<file path="config.mk">
export PLATFORM = sky130hd
export DESIGN_NAME = dq_capture_trainer
export DESIGN_NICKNAME = d
export VERILOG_FILES = /design/src/rtl/cal_pkg.sv /design/src/rtl/cal_vote_acc.sv /design/src/rtl/cal_edge_find.sv /design/src/rtl/cal_recal_timer.sv /design/src/rtl/cal_tap_bank.sv /design/src/rtl/dq_capture_trainer.sv
export SDC_FILE = /design/constraint.sdc
export NUM_CORES = 1
export LEC_CHECK = 0
export ABC_CLOCK_PERIOD_IN_PS = 5500
export BUFFER_PORTS_ARGS = -buffer_cell sky130_fd_sc_hd__buf_2
export CORE_MARGIN = 2
export CORE_UTILIZATION = 50
export DETAILED_ROUTE_END_ITERATION = 8
export PLACE_DENSITY_LB_ADDON = 0.15
export RECOVER_POWER = 50
export SLEW_MARGIN = 20
export SYNTH_ARGS = -nofsm -noshare
export SYNTH_HDL_FRONTEND = slang
export SYNTH_SLANG_ARGS = --single-unit
</file>
<file path="constraint.sdc">
create_clock -name clk -period 5.5 [get_ports clk]
set_input_delay 0.55 -clock clk [delete_from_list [all_inputs] [get_ports clk]]
set_output_delay 0.55 -clock clk [all_outputs]
set_load 0.005 [all_outputs]
</file>
<file path="src/rtl/cal_pkg.sv">
package cal_pkg;
  typedef enum logic [2:0] {
    S_IDLE, S_LOAD, S_SETTLE, S_VOTE, S_DECIDE, S_APPLY, S_DONE
  } cal_state_e;
endpackage

</file>
<file path="src/rtl/cal_vote_acc.sv">
module cal_vote_acc #(
  parameter int VOTES = 8
) (
  input  logic clk,
  input  logic rst_n,
  input  logic clr,
  input  logic en,
  input  logic din,
  output logic maj
);
  localparam int CW = $clog2(VOTES + 1);
  logic [CW-1:0] cnt_q, cnt_d;

  always_comb begin
    cnt_d = cnt_q;
    if (clr)           cnt_d = '0;
    else if (en & din) cnt_d = cnt_q + 1'b1;
  end

  always_ff @(posedge clk or negedge rst_n)
    if (!rst_n) cnt_q <= '0;
    else        cnt_q <= cnt_d;

  assign maj = (cnt_q > CW'(VOTES / 2));
endmodule

</file>
<file path="src/rtl/cal_edge_find.sv">
module cal_edge_find #(
  parameter int TAP_W = 6
) (
  input  logic             clk,
  input  logic             rst_n,
  input  logic             clr,
  input  logic             en,
  input  logic             first,
  input  logic             val,
  input  logic [TAP_W-1:0] tap,
  output logic [1:0]       n_edges,
  output logic [TAP_W-1:0] e1,
  output logic [TAP_W-1:0] e2
);
  logic             prev_q, prev_d;
  logic [1:0]       n_q, n_d;
  logic [TAP_W-1:0] e1_q, e1_d, e2_q, e2_d;

  always_comb begin
    prev_d = prev_q; n_d = n_q; e1_d = e1_q; e2_d = e2_q;
    if (clr) begin
      n_d = '0;
    end else if (en) begin
      prev_d = val;
      if (!first && (val != prev_q) && (n_q != 2'd2)) begin
        if (n_q == 2'd0) e1_d = tap;
        else             e2_d = tap;
        n_d = n_q + 1'b1;
      end
    end
  end

  always_ff @(posedge clk or negedge rst_n)
    if (!rst_n) begin
      prev_q <= 1'b0; n_q <= '0; e1_q <= '0; e2_q <= '0;
    end else begin
      prev_q <= prev_d; n_q <= n_d; e1_q <= e1_d; e2_q <= e2_d;
    end

  assign n_edges = n_q;
  assign e1 = e1_q;
  assign e2 = e2_q;
endmodule

</file>
<file path="src/rtl/cal_recal_timer.sv">
module cal_recal_timer #(
  parameter int INTERVAL = 100000
) (
  input  logic clk,
  input  logic rst_n,
  input  logic arm,
  input  logic take,
  output logic pend
);
  localparam int CW = $clog2(INTERVAL + 1);
  logic [CW-1:0] cnt_q, cnt_d;
  logic          run_q, run_d, pend_q, pend_d;

  always_comb begin
    cnt_d = cnt_q; run_d = run_q; pend_d = pend_q;
    if (take) begin
      run_d = 1'b0; pend_d = 1'b0;
    end else if (arm) begin
      run_d = 1'b1; pend_d = 1'b0; cnt_d = '0;
    end else if (run_q && !pend_q) begin
      if (cnt_q == CW'(INTERVAL - 1)) pend_d = 1'b1;
      else                            cnt_d = cnt_q + 1'b1;
    end
  end

  always_ff @(posedge clk or negedge rst_n)
    if (!rst_n) begin
      cnt_q <= '0; run_q <= 1'b0; pend_q <= 1'b0;
    end else begin
      cnt_q <= cnt_d; run_q <= run_d; pend_q <= pend_d;
    end

  assign pend = pend_q;
endmodule

</file>
<file path="src/rtl/cal_tap_bank.sv">
module cal_tap_bank #(
  parameter int NBITS = 8,
  parameter int TAP_W = 6,
  localparam int BW = $clog2(NBITS)
) (
  input  logic                   clk,
  input  logic                   rst_n,
  input  logic                   wr,
  input  logic [BW-1:0]          wsel,
  input  logic [TAP_W-1:0]       wtap,
  input  logic                   werr,
  output logic [NBITS*TAP_W-1:0] taps,
  output logic [NBITS-1:0]       errs
);
  for (genvar b = 0; b < NBITS; b++) begin : g_bit
    logic             we;
    logic [TAP_W-1:0] tap_q;
    logic             err_q;
    assign we = wr && (wsel == BW'(b));
    always_ff @(posedge clk or negedge rst_n)
      if (!rst_n) begin
        tap_q <= '0; err_q <= 1'b0;
      end else if (we) begin
        tap_q <= wtap; err_q <= werr;
      end
    assign taps[b*TAP_W +: TAP_W] = tap_q;
    assign errs[b] = err_q;
  end
endmodule

</file>
<file path="src/rtl/dq_capture_trainer.sv">
module dq_capture_trainer #(
  parameter int NBITS          = 8,
  parameter int TAP_W          = 6,
  parameter int SETTLE         = 4,
  parameter int VOTES          = 8,
  parameter int HALF_EYE       = 16,
  parameter int RECAL_INTERVAL = 100000
) (
  input  logic                   clk,
  input  logic                   rst_n,
  input  logic                   cal_start,
  input  logic                   rd_idle,
  input  logic                   dqs_smp,
  input  logic [NBITS-1:0]       dq_smp,
  output logic                   cal_done,
  output logic                   recal_req,
  output logic [NBITS*TAP_W-1:0] tap_val,
  output logic [NBITS-1:0]       tap_load,
  output logic [NBITS-1:0]       cal_err
);
  import cal_pkg::*;
  localparam int BW   = $clog2(NBITS);
  localparam int CMAX = (SETTLE > VOTES) ? SETTLE : VOTES;
  localparam int CNTW = $clog2(CMAX + 1);
  localparam logic [TAP_W-1:0] TAP_MAX = {TAP_W{1'b1}};
  localparam logic [TAP_W:0]   HALF_W  = (TAP_W+1)'(HALF_EYE);

  cal_state_e       st_q, st_d;
  logic [BW-1:0]    bit_q, bit_d;
  logic [TAP_W-1:0] tap_q, tap_d;
  logic [CNTW-1:0]  cnt_q, cnt_d;
  logic             rec_q, rec_d;
  logic v_clr, v_en, maj, e_clr, e_en, wr, load, arm, take, pend;
  logic [1:0]       n_edges;
  logic [TAP_W-1:0] e1, e2, prev_tap, tgt, new_tap;
  logic [TAP_W:0]   sum_w, up_w;
  logic [NBITS*TAP_W-1:0] bank_taps;
  logic             drive_en;
  logic [TAP_W-1:0] drive_tap;

  cal_vote_acc #(.VOTES(VOTES)) u_vote (
    .clk(clk), .rst_n(rst_n), .clr(v_clr), .en(v_en),
    .din(dq_smp[bit_q] ^ dqs_smp), .maj(maj));

  cal_edge_find #(.TAP_W(TAP_W)) u_edge (
    .clk(clk), .rst_n(rst_n), .clr(e_clr), .en(e_en), .first(tap_q == '0),
    .val(maj), .tap(tap_q), .n_edges(n_edges), .e1(e1), .e2(e2));

  cal_recal_timer #(.INTERVAL(RECAL_INTERVAL)) u_timer (
    .clk(clk), .rst_n(rst_n), .arm(arm), .take(take), .pend(pend));

  cal_tap_bank #(.NBITS(NBITS), .TAP_W(TAP_W)) u_bank (
    .clk(clk), .rst_n(rst_n), .wr(wr), .wsel(bit_q), .wtap(new_tap),
    .werr(n_edges == 2'd0), .taps(bank_taps), .errs(cal_err));

  // Target tap from the edges found for the bit under training.
  always_comb begin
    prev_tap = bank_taps[bit_q*TAP_W +: TAP_W];
    sum_w    = {1'b0, e1} + {1'b0, e2};
    up_w     = {1'b0, e1} + HALF_W;
    if (n_edges == 2'd2)              tgt = TAP_W'(sum_w >> 1);
    else if (n_edges == 2'd0)         tgt = prev_tap;
    else if ({1'b0, e1} >= HALF_W)    tgt = TAP_W'({1'b0, e1} - HALF_W);
    else if (up_w > {1'b0, TAP_MAX})  tgt = TAP_MAX;
    else                              tgt = up_w[TAP_W-1:0];
    new_tap = tgt;
    if (rec_q) begin
      if (tgt > prev_tap)      new_tap = prev_tap + 1'b1;
      else if (tgt < prev_tap) new_tap = prev_tap - 1'b1;
      else                     new_tap = prev_tap;
    end
  end

  // Sequencer next state.
  always_comb begin
    st_d = st_q; bit_d = bit_q; tap_d = tap_q; cnt_d = cnt_q; rec_d = rec_q;
    v_clr = 1'b0; v_en = 1'b0; e_clr = 1'b0; e_en = 1'b0;
    wr = 1'b0; load = 1'b0; cal_done = 1'b0; arm = 1'b0; take = 1'b0;
    case (st_q)
      S_IDLE: begin
        if (cal_start || (pend && rd_idle)) begin
          rec_d = !cal_start;
          bit_d = '0; tap_d = '0; e_clr = 1'b1; take = 1'b1;
          st_d  = S_LOAD;
        end
      end
      S_LOAD: begin
        load = 1'b1; v_clr = 1'b1; cnt_d = '0; st_d = S_SETTLE;
      end
      S_SETTLE: begin
        if (cnt_q == CNTW'(SETTLE - 1)) begin
          cnt_d = '0; st_d = S_VOTE;
        end else cnt_d = cnt_q + 1'b1;
      end
      S_VOTE: begin
        v_en = 1'b1;
        if (cnt_q == CNTW'(VOTES - 1)) st_d = S_DECIDE;
        else                           cnt_d = cnt_q + 1'b1;
      end
      S_DECIDE: begin
        e_en = 1'b1;
        if (tap_q == TAP_MAX) st_d = S_APPLY;
        else begin
          tap_d = tap_q + 1'b1; st_d = S_LOAD;
        end
      end
      S_APPLY: begin
        wr = 1'b1; load = 1'b1;
        if (bit_q == BW'(NBITS - 1)) st_d = S_DONE;
        else begin
          bit_d = bit_q + 1'b1; tap_d = '0; e_clr = 1'b1; st_d = S_LOAD;
        end
      end
      S_DONE: begin
        cal_done = 1'b1; arm = 1'b1; st_d = S_IDLE;
      end
      default: st_d = S_IDLE;
    endcase
  end

  always_ff @(posedge clk or negedge rst_n)
    if (!rst_n) begin
      st_q <= S_IDLE; bit_q <= '0; tap_q <= '0; cnt_q <= '0; rec_q <= 1'b0;
    end else begin
      st_q <= st_d; bit_q <= bit_d; tap_q <= tap_d; cnt_q <= cnt_d; rec_q <= rec_d;
    end

  assign drive_en  = (st_q != S_IDLE) && (st_q != S_DONE);
  assign drive_tap = (st_q == S_APPLY) ? new_tap : tap_q;
  assign recal_req = pend;

  for (genvar b = 0; b < NBITS; b++) begin : g_out
    logic sel;
    assign sel = drive_en && (bit_q == BW'(b));
    assign tap_val[b*TAP_W +: TAP_W] = sel ? drive_tap : bank_taps[b*TAP_W +: TAP_W];
    assign tap_load[b] = load && (bit_q == BW'(b));
  end
endmodule

</file>
Yosys cells after proc, flatten, opt, wreduce, memory -nomap -nowiden
Index checks and enable logic that the tools add are counted.

cells by class
  add/sub/neg operators = 11
  multiply operators = 1
  order comparisons = 6
  eq/ne operators = 28
  shift operators = 1
  mux-type cells = 58
  bitwise gates (word level) = 5
  reduce and logical (&&, ||, !) cells = 60

operators by type and width
  operator                                        number
  two-way mux 6 bit                               19
  two-way mux 17 bit                              3
  variable part select 48 x 7 -> 6 bit            1
  logical AND 1 bit                               29
  == test 3 bit (second input constant)           7
  two-way mux 3 bit                               7
  one-hot mux 3 bit (6 select lines)              1
  one-hot mux 6 bit (3 select lines)              1
  adder 17 x 1 -> 17 bit (second input constant)  1
  == test 17 bit (second input constant)          1
  two-way mux 1 bit                               16
  two-way mux 4 bit                               4
  inequality test 2 bit (second input constant)   8
  nonzero test 3 bit                              5
  adder 6 x 1 -> 6 bit (second input constant)    2
  == test 3 x 2 -> 1 bit (second input constant)  4
  one-hot mux 4 bit (3 select lines)              1
  AND reduction 4 bit                             3
  nonzero test 2 bit                              6
  AND reduction 2 bit                             5
  AND reduction 3 bit                             3
  adder 4 x 1 -> 4 bit (second input constant)    2
  adder 6 x 5 -> 7 bit (second input constant)    1
  adder 6 x 6 -> 7 bit                            1
  31 further kinds                                39

word-level totals
  register bits after elaboration = 111
  input bits = 13
  word-level logic and storage cells = 199

Longest topological paths before layout
  word-level depth = 12
  depth in mapped cells = 16
  gate-level depth less buffers = 15

By module
A second synthesis with hierarchy kept.

second synthesis, totals
  cell total of the unflattened synthesis = 764
  area total of the unflattened synthesis = 7567.3 um2

by module, submodules not included
  module              times used  cells each  area an instance (um2)
  dq_capture_trainer  1           421         3198.1
  cal_tap_bank        1           135         2222.1
  cal_recal_timer     1           139         1257.5
  cal_edge_find       1           46          674.4
  cal_vote_acc        1           23          215.2

Worst setup path after synthesis
No wires, ideal clock.

  kind = register to output
  start = reg bit_q[0]
  end = out tap_val[14]
  arrival time = 3.729 ns
  data required time = 4.950 ns
  path slack = 1.221 ns
  stages on the path, launching flop included = 16
  buffers on the path = 2
  cells stage by stage = dfrtp_1 -> buf_4 -> mux4_2 -> mux2i_2 -> a21oi_1 -> nor2_1 -> a21oi_1 -> ha_1 -> a21oi_1 -> a21boi_0 -> o32a_1 -> a22o_1 -> xnor2_1 -> o21ai_0 -> clkbuf_1 -> o21ai_0

on the way
  longest elaborated chain between the ends = 10
  elaborated cells between the ends (all ways) = 15

ends and longest elaborated chain
  what                                  RTL line                   text
  start: declaration                    dq_capture_trainer.sv:29   logic [BW-1:0] bit_q, bit_d;
  start signal: assignment              dq_capture_trainer.sv:125  st_q <= st_d; bit_q <= bit_d; tap_q <= tap_d; cnt_q <= cnt_d; rec_q <= rec_d;
  multiplier 3 x 2 -> 5 bit             dq_capture_trainer.sv:58   prev_tap = bank_taps[bit_q*TAP_W +: TAP_W];
  variable part select 48 x 7 -> 6 bit  dq_capture_trainer.sv:58
  two-way mux 6 bit                     dq_capture_trainer.sv:62   else if (n_edges == 2'd0) tgt = prev_tap;
  two-way mux 6 bit                     dq_capture_trainer.sv:61   if (n_edges == 2'd2) tgt = TAP_W'(sum_w >> 1);
  less-than comparator 6 bit            dq_capture_trainer.sv:69   else if (tgt < prev_tap) new_tap = prev_tap - 1'b1;
  two-way mux 6 bit                     dq_capture_trainer.sv:69
  two-way mux 6 bit                     dq_capture_trainer.sv:68   if (tgt > prev_tap) new_tap = prev_tap + 1'b1;
  two-way mux 6 bit                     dq_capture_trainer.sv:67   if (rec_q) begin
  two-way mux 6 bit                     dq_capture_trainer.sv:129  assign drive_tap = (st_q == S_APPLY) ? new_tap : tap_q;
  two-way mux 6 bit (*)                 dq_capture_trainer.sv:135  assign tap_val[b*TAP_W +: TAP_W] = sel ? drive_tap : bank_taps[b*TAP_W +: TAP_W];
  end: declaration                      dq_capture_trainer.sv:17   output logic [NBITS*TAP_W-1:0] tap_val,

Mark *: on every way between the ends. The rest lies on a longest branch, timed or not.

Worst setup path in the final report
  start = reg bit_q[1]
  end = out tap_val[28]

The elaborated chain is that of the path after synthesis.

==> out/summary.txt <==
Register-to-Register Path Depth: 15
Least-Margin Pin Slew: 4.04 ns
worst skew pair latency: 0.36 ns
final worst-path cycle share: 0.963
startpoint class of the critical path: register
Max-cap violations: 1
r2r setup slk: 1.36 ns
share of cells above drive strength 1: 0.195
Crit Path Category: reg -> out
Slew headroom: -1.69
Via Count: 6055
Max Freq: 0.189 GHz
register bit total from synthesis: 111
dominant synthesized flop cell: dfrtp_1
dpl hpwl: 14.3 mm
Syn Std Cell Area: 7040 sq um
final setup fails: 0
CTS sink count: 111
total negative slack: 0 ns
Tmin final: 5.30 ns
GPL Wtd Cong: 0.983
EDFF count, synth: 0
Final Hold Viols: 0
Detailed Route WL: 19.7 mm
Die Y: 123 um
leakage: 3.60 nW
Final Max Tran Viols: 74
CORE AREA: 13800 sq um
fin util: 0.566
hold_buf cts: 0
Ports: 79
Yosys warnings: 0
Post-CTS Setup Inserts: 0
die width: 123 um
largest net degree at the start of global routing: 74
FF-to-FF End: u_bank.g_bit[3].tap_q[5]
Syn Area/Cell: 9.22 sq um
top post-synthesis cells by area: dfrtp_1, nand2_1, ha_1, o21ai_0, mux2_2
Area growth syn-to-layout: 11.2%
R2R Path Start: bit_q[1]
sequential share of the synthesized area: 0.395
FFs w/ async S/R, synth: 1.00
top-count cell post-synth: nand2_1
Syn Inst Count: 763
n_diodes: 0
CTS root buf: clkbuf_16
failing checks: capacitance limit, slew limit
row cnt: 43
Post-Route Skew: 0.00765 ns
CTS tree: yes
synth unique cells: 66
RSZ-0062 raised after global routing: no
Port Buffers: 78
hold crit path type: in -> reg
initial antenna violation count: 0
Pwr Density: 312 nW/um^2
Endpoint, Worst Hold: rec_q
CP Max Fanout: 11
final net count: 871
H-tree depth: 3
vias in the first global route: 5799
Critical Path RT: 4.95 ns
Data arrival, critical path: 4.75 ns
hold path startpoint: cal_start
1st-iter DRT viols: 498
filler cell count: 1228
die area: 15000 sq um
total CTS buffers: 9
element type at the critical path end: output pin
total gr overflow: 0
Hold Crit Depth: 2
Worst-path clk slew: 0.08 ns
status: finished, violations left
net count after synthesis: 808
1st-pass router iterations: 5
All-Layer GR Usage: 0.275
top-area cell type share of the netlist area: 0.395
Peak VDD IR: 0.000229 V
Post-synth top cells: nand2_1, dfrtp_1, o21ai_0, nor2_1, a21oi_1
antenna viol nets, final: 0
Routed WL per cell: 19.5 um
first-pass GRT wire length: 31.4 mm
DRC viols: 0
deepest clock path buffer count: 2
Initial Utilization: 0.509
vias per cell: 5.99
cell taking the most area after synthesis: dfrtp_1
[how the worst max path moves through the flow]
| stage | depth (start not counted) | slack [ns] | start | to |
|---|---|---|---|---|
| global route | 15 | 0.03 | bit_q[1] | tap_val[28] |
| floorplan | 15 | 1.22 | bit_q[0] | tap_val[14] |
| CTS | 14 | 0.09 | bit_q[0] | tap_val[28] |
| finish | 15 | 0.20 | bit_q[1] | tap_val[28] |
| detailed placement | 14 | 0.36 | bit_q[0] | tap_val[28] |
| global placement | 14 | 0.64 | bit_q[0] | tap_val[28] |
[flip-flops by register name, indices dropped and copies added (netlist names)]
name	cells
u_timer.run_q	1
u_vote.cnt_q	4
u_edge.n_edges	2
rec_q	1
u_bank.g_bit.err_q	8
u_edge.prev_q	1
u_timer.cnt_q	17
u_timer.pend	1
u_edge.e2	6
u_bank.g_bit.tap_q	48
st_q	3
cnt_q	4
bit_q	3
u_edge.e1	6
tap_q	6
[worst max-delay path: stages (launching register included)]
cell and delay, ns:
dfrtp_1 0.59, clkbuf_1 0.20, inv_1 0.27, mux2i_2 0.42
a21oi_1 0.14, nor2_1 0.14, a21oi_1 0.06, ha_1 0.35
a21oi_1 0.17, a21boi_1 0.17, o32a_1 0.44, and3_1 0.23
o21a_1 0.24, o311ai_4 0.52, a31oi_1 0.26, buf_2 0.19
[cell usage in the layout (no fill, tap or decap), types with 3 or more instances in the layout]
cell type and instances:
o21ai_0 74, clkbuf_16 9, and2_1 6, nand2_1 124
buf_4 7, nor3_1 12, a221oi_1 3, a21oi_1 37
nor2b_1 7, buf_2 68, mux2i_4 5, dfrtp_1 110
xnor2_1 19, o31ai_1 11, and3_1 15, nand4_1 4
clkbuf_1 13, inv_1 30, xor2_1 5, o21ai_2 8
nor3_2 3, ha_1 31, o221ai_1 8, nand3_1 19
inv_2 3, nor2_1 64, mux2_2 27, mux2i_1 6
o21ai_1 12, and4_1 3, mux4_2 12, a31oi_1 12
or3_1 10, nand2b_1 4
[area by class of cell]
| class | instances | area [sq um] | area share |
|---|---|---|---|
| sequential | 111 | 2780 | 0.355 |
| multi-input combinational | 581 | 3940 | 0.504 |
| tap | 180 | 225 | 0.0288 |
| inverter | 34 | 128 | 0.0163 |
| clock buffer | 9 | 225 | 0.0288 |
| timing repair buffer | 89 | 447 | 0.0571 |
| clock inverter | 7 | 80.1 | 0.0102 |
[timing repair]
action | CTS | global route
cloned | 0 | 0
gates resized for setup | 1 | 3
endpoints found under the setup margin | 1 | 18
pin swaps | 0 | 0
[routing by layer]
metal,up-vias,track usage,share of wire
met1,2946,0.377,0.43
met3,40,0.0581,0.067
met2,237,0.433,0.47
met5,-,0,0
met4,0,0.0955,0.030
li1,2832,-,-
[through the flow]
stage | worst slack [ns] | cell area (sq um) | hold slack, ns | instances | total power, mW
final | 0.201 | 7830 | 0.408 | 1011 | 2.44
after global routing | 0.0337 | 7830 | 0.422 | 1011 | 2.57
after detailed placement | 0.361 | 7540 | 0.485 | 995 | 1.75
after floorplan | 1.22 | 7040 | 0.254 | 763 | 1.53
after CTS | 0.0950 | 7850 | 0.368 | 1011 | 2.43
after global placement | 0.636 | 7540 | 0.477 | 995 | 1.72
[cell families after synthesis]
family / count (synthesis) / share of synthesized area
multiplexers: 53 / 0.116
adder cells (fa/ha/maj): 32 / 0.0580
XOR/XNOR: 24 / 0.0299
AO/OA/AOI/OAI: 192 / 0.173
buffers and inverters: 71 / 0.0457
flip-flops: 111 / 0.395
AND/OR/NAND/NOR: 280 / 0.183
[power by group]
group / switching (mW) / internal (mW) / leakage [nW]
Clock: 0.316 / 0.360 / 0.148
Sequential: 0.0231 / 0.842 / 1.49
Combinational: 0.585 / 0.313 / 1.96
(Power assumes the default switching activity.)
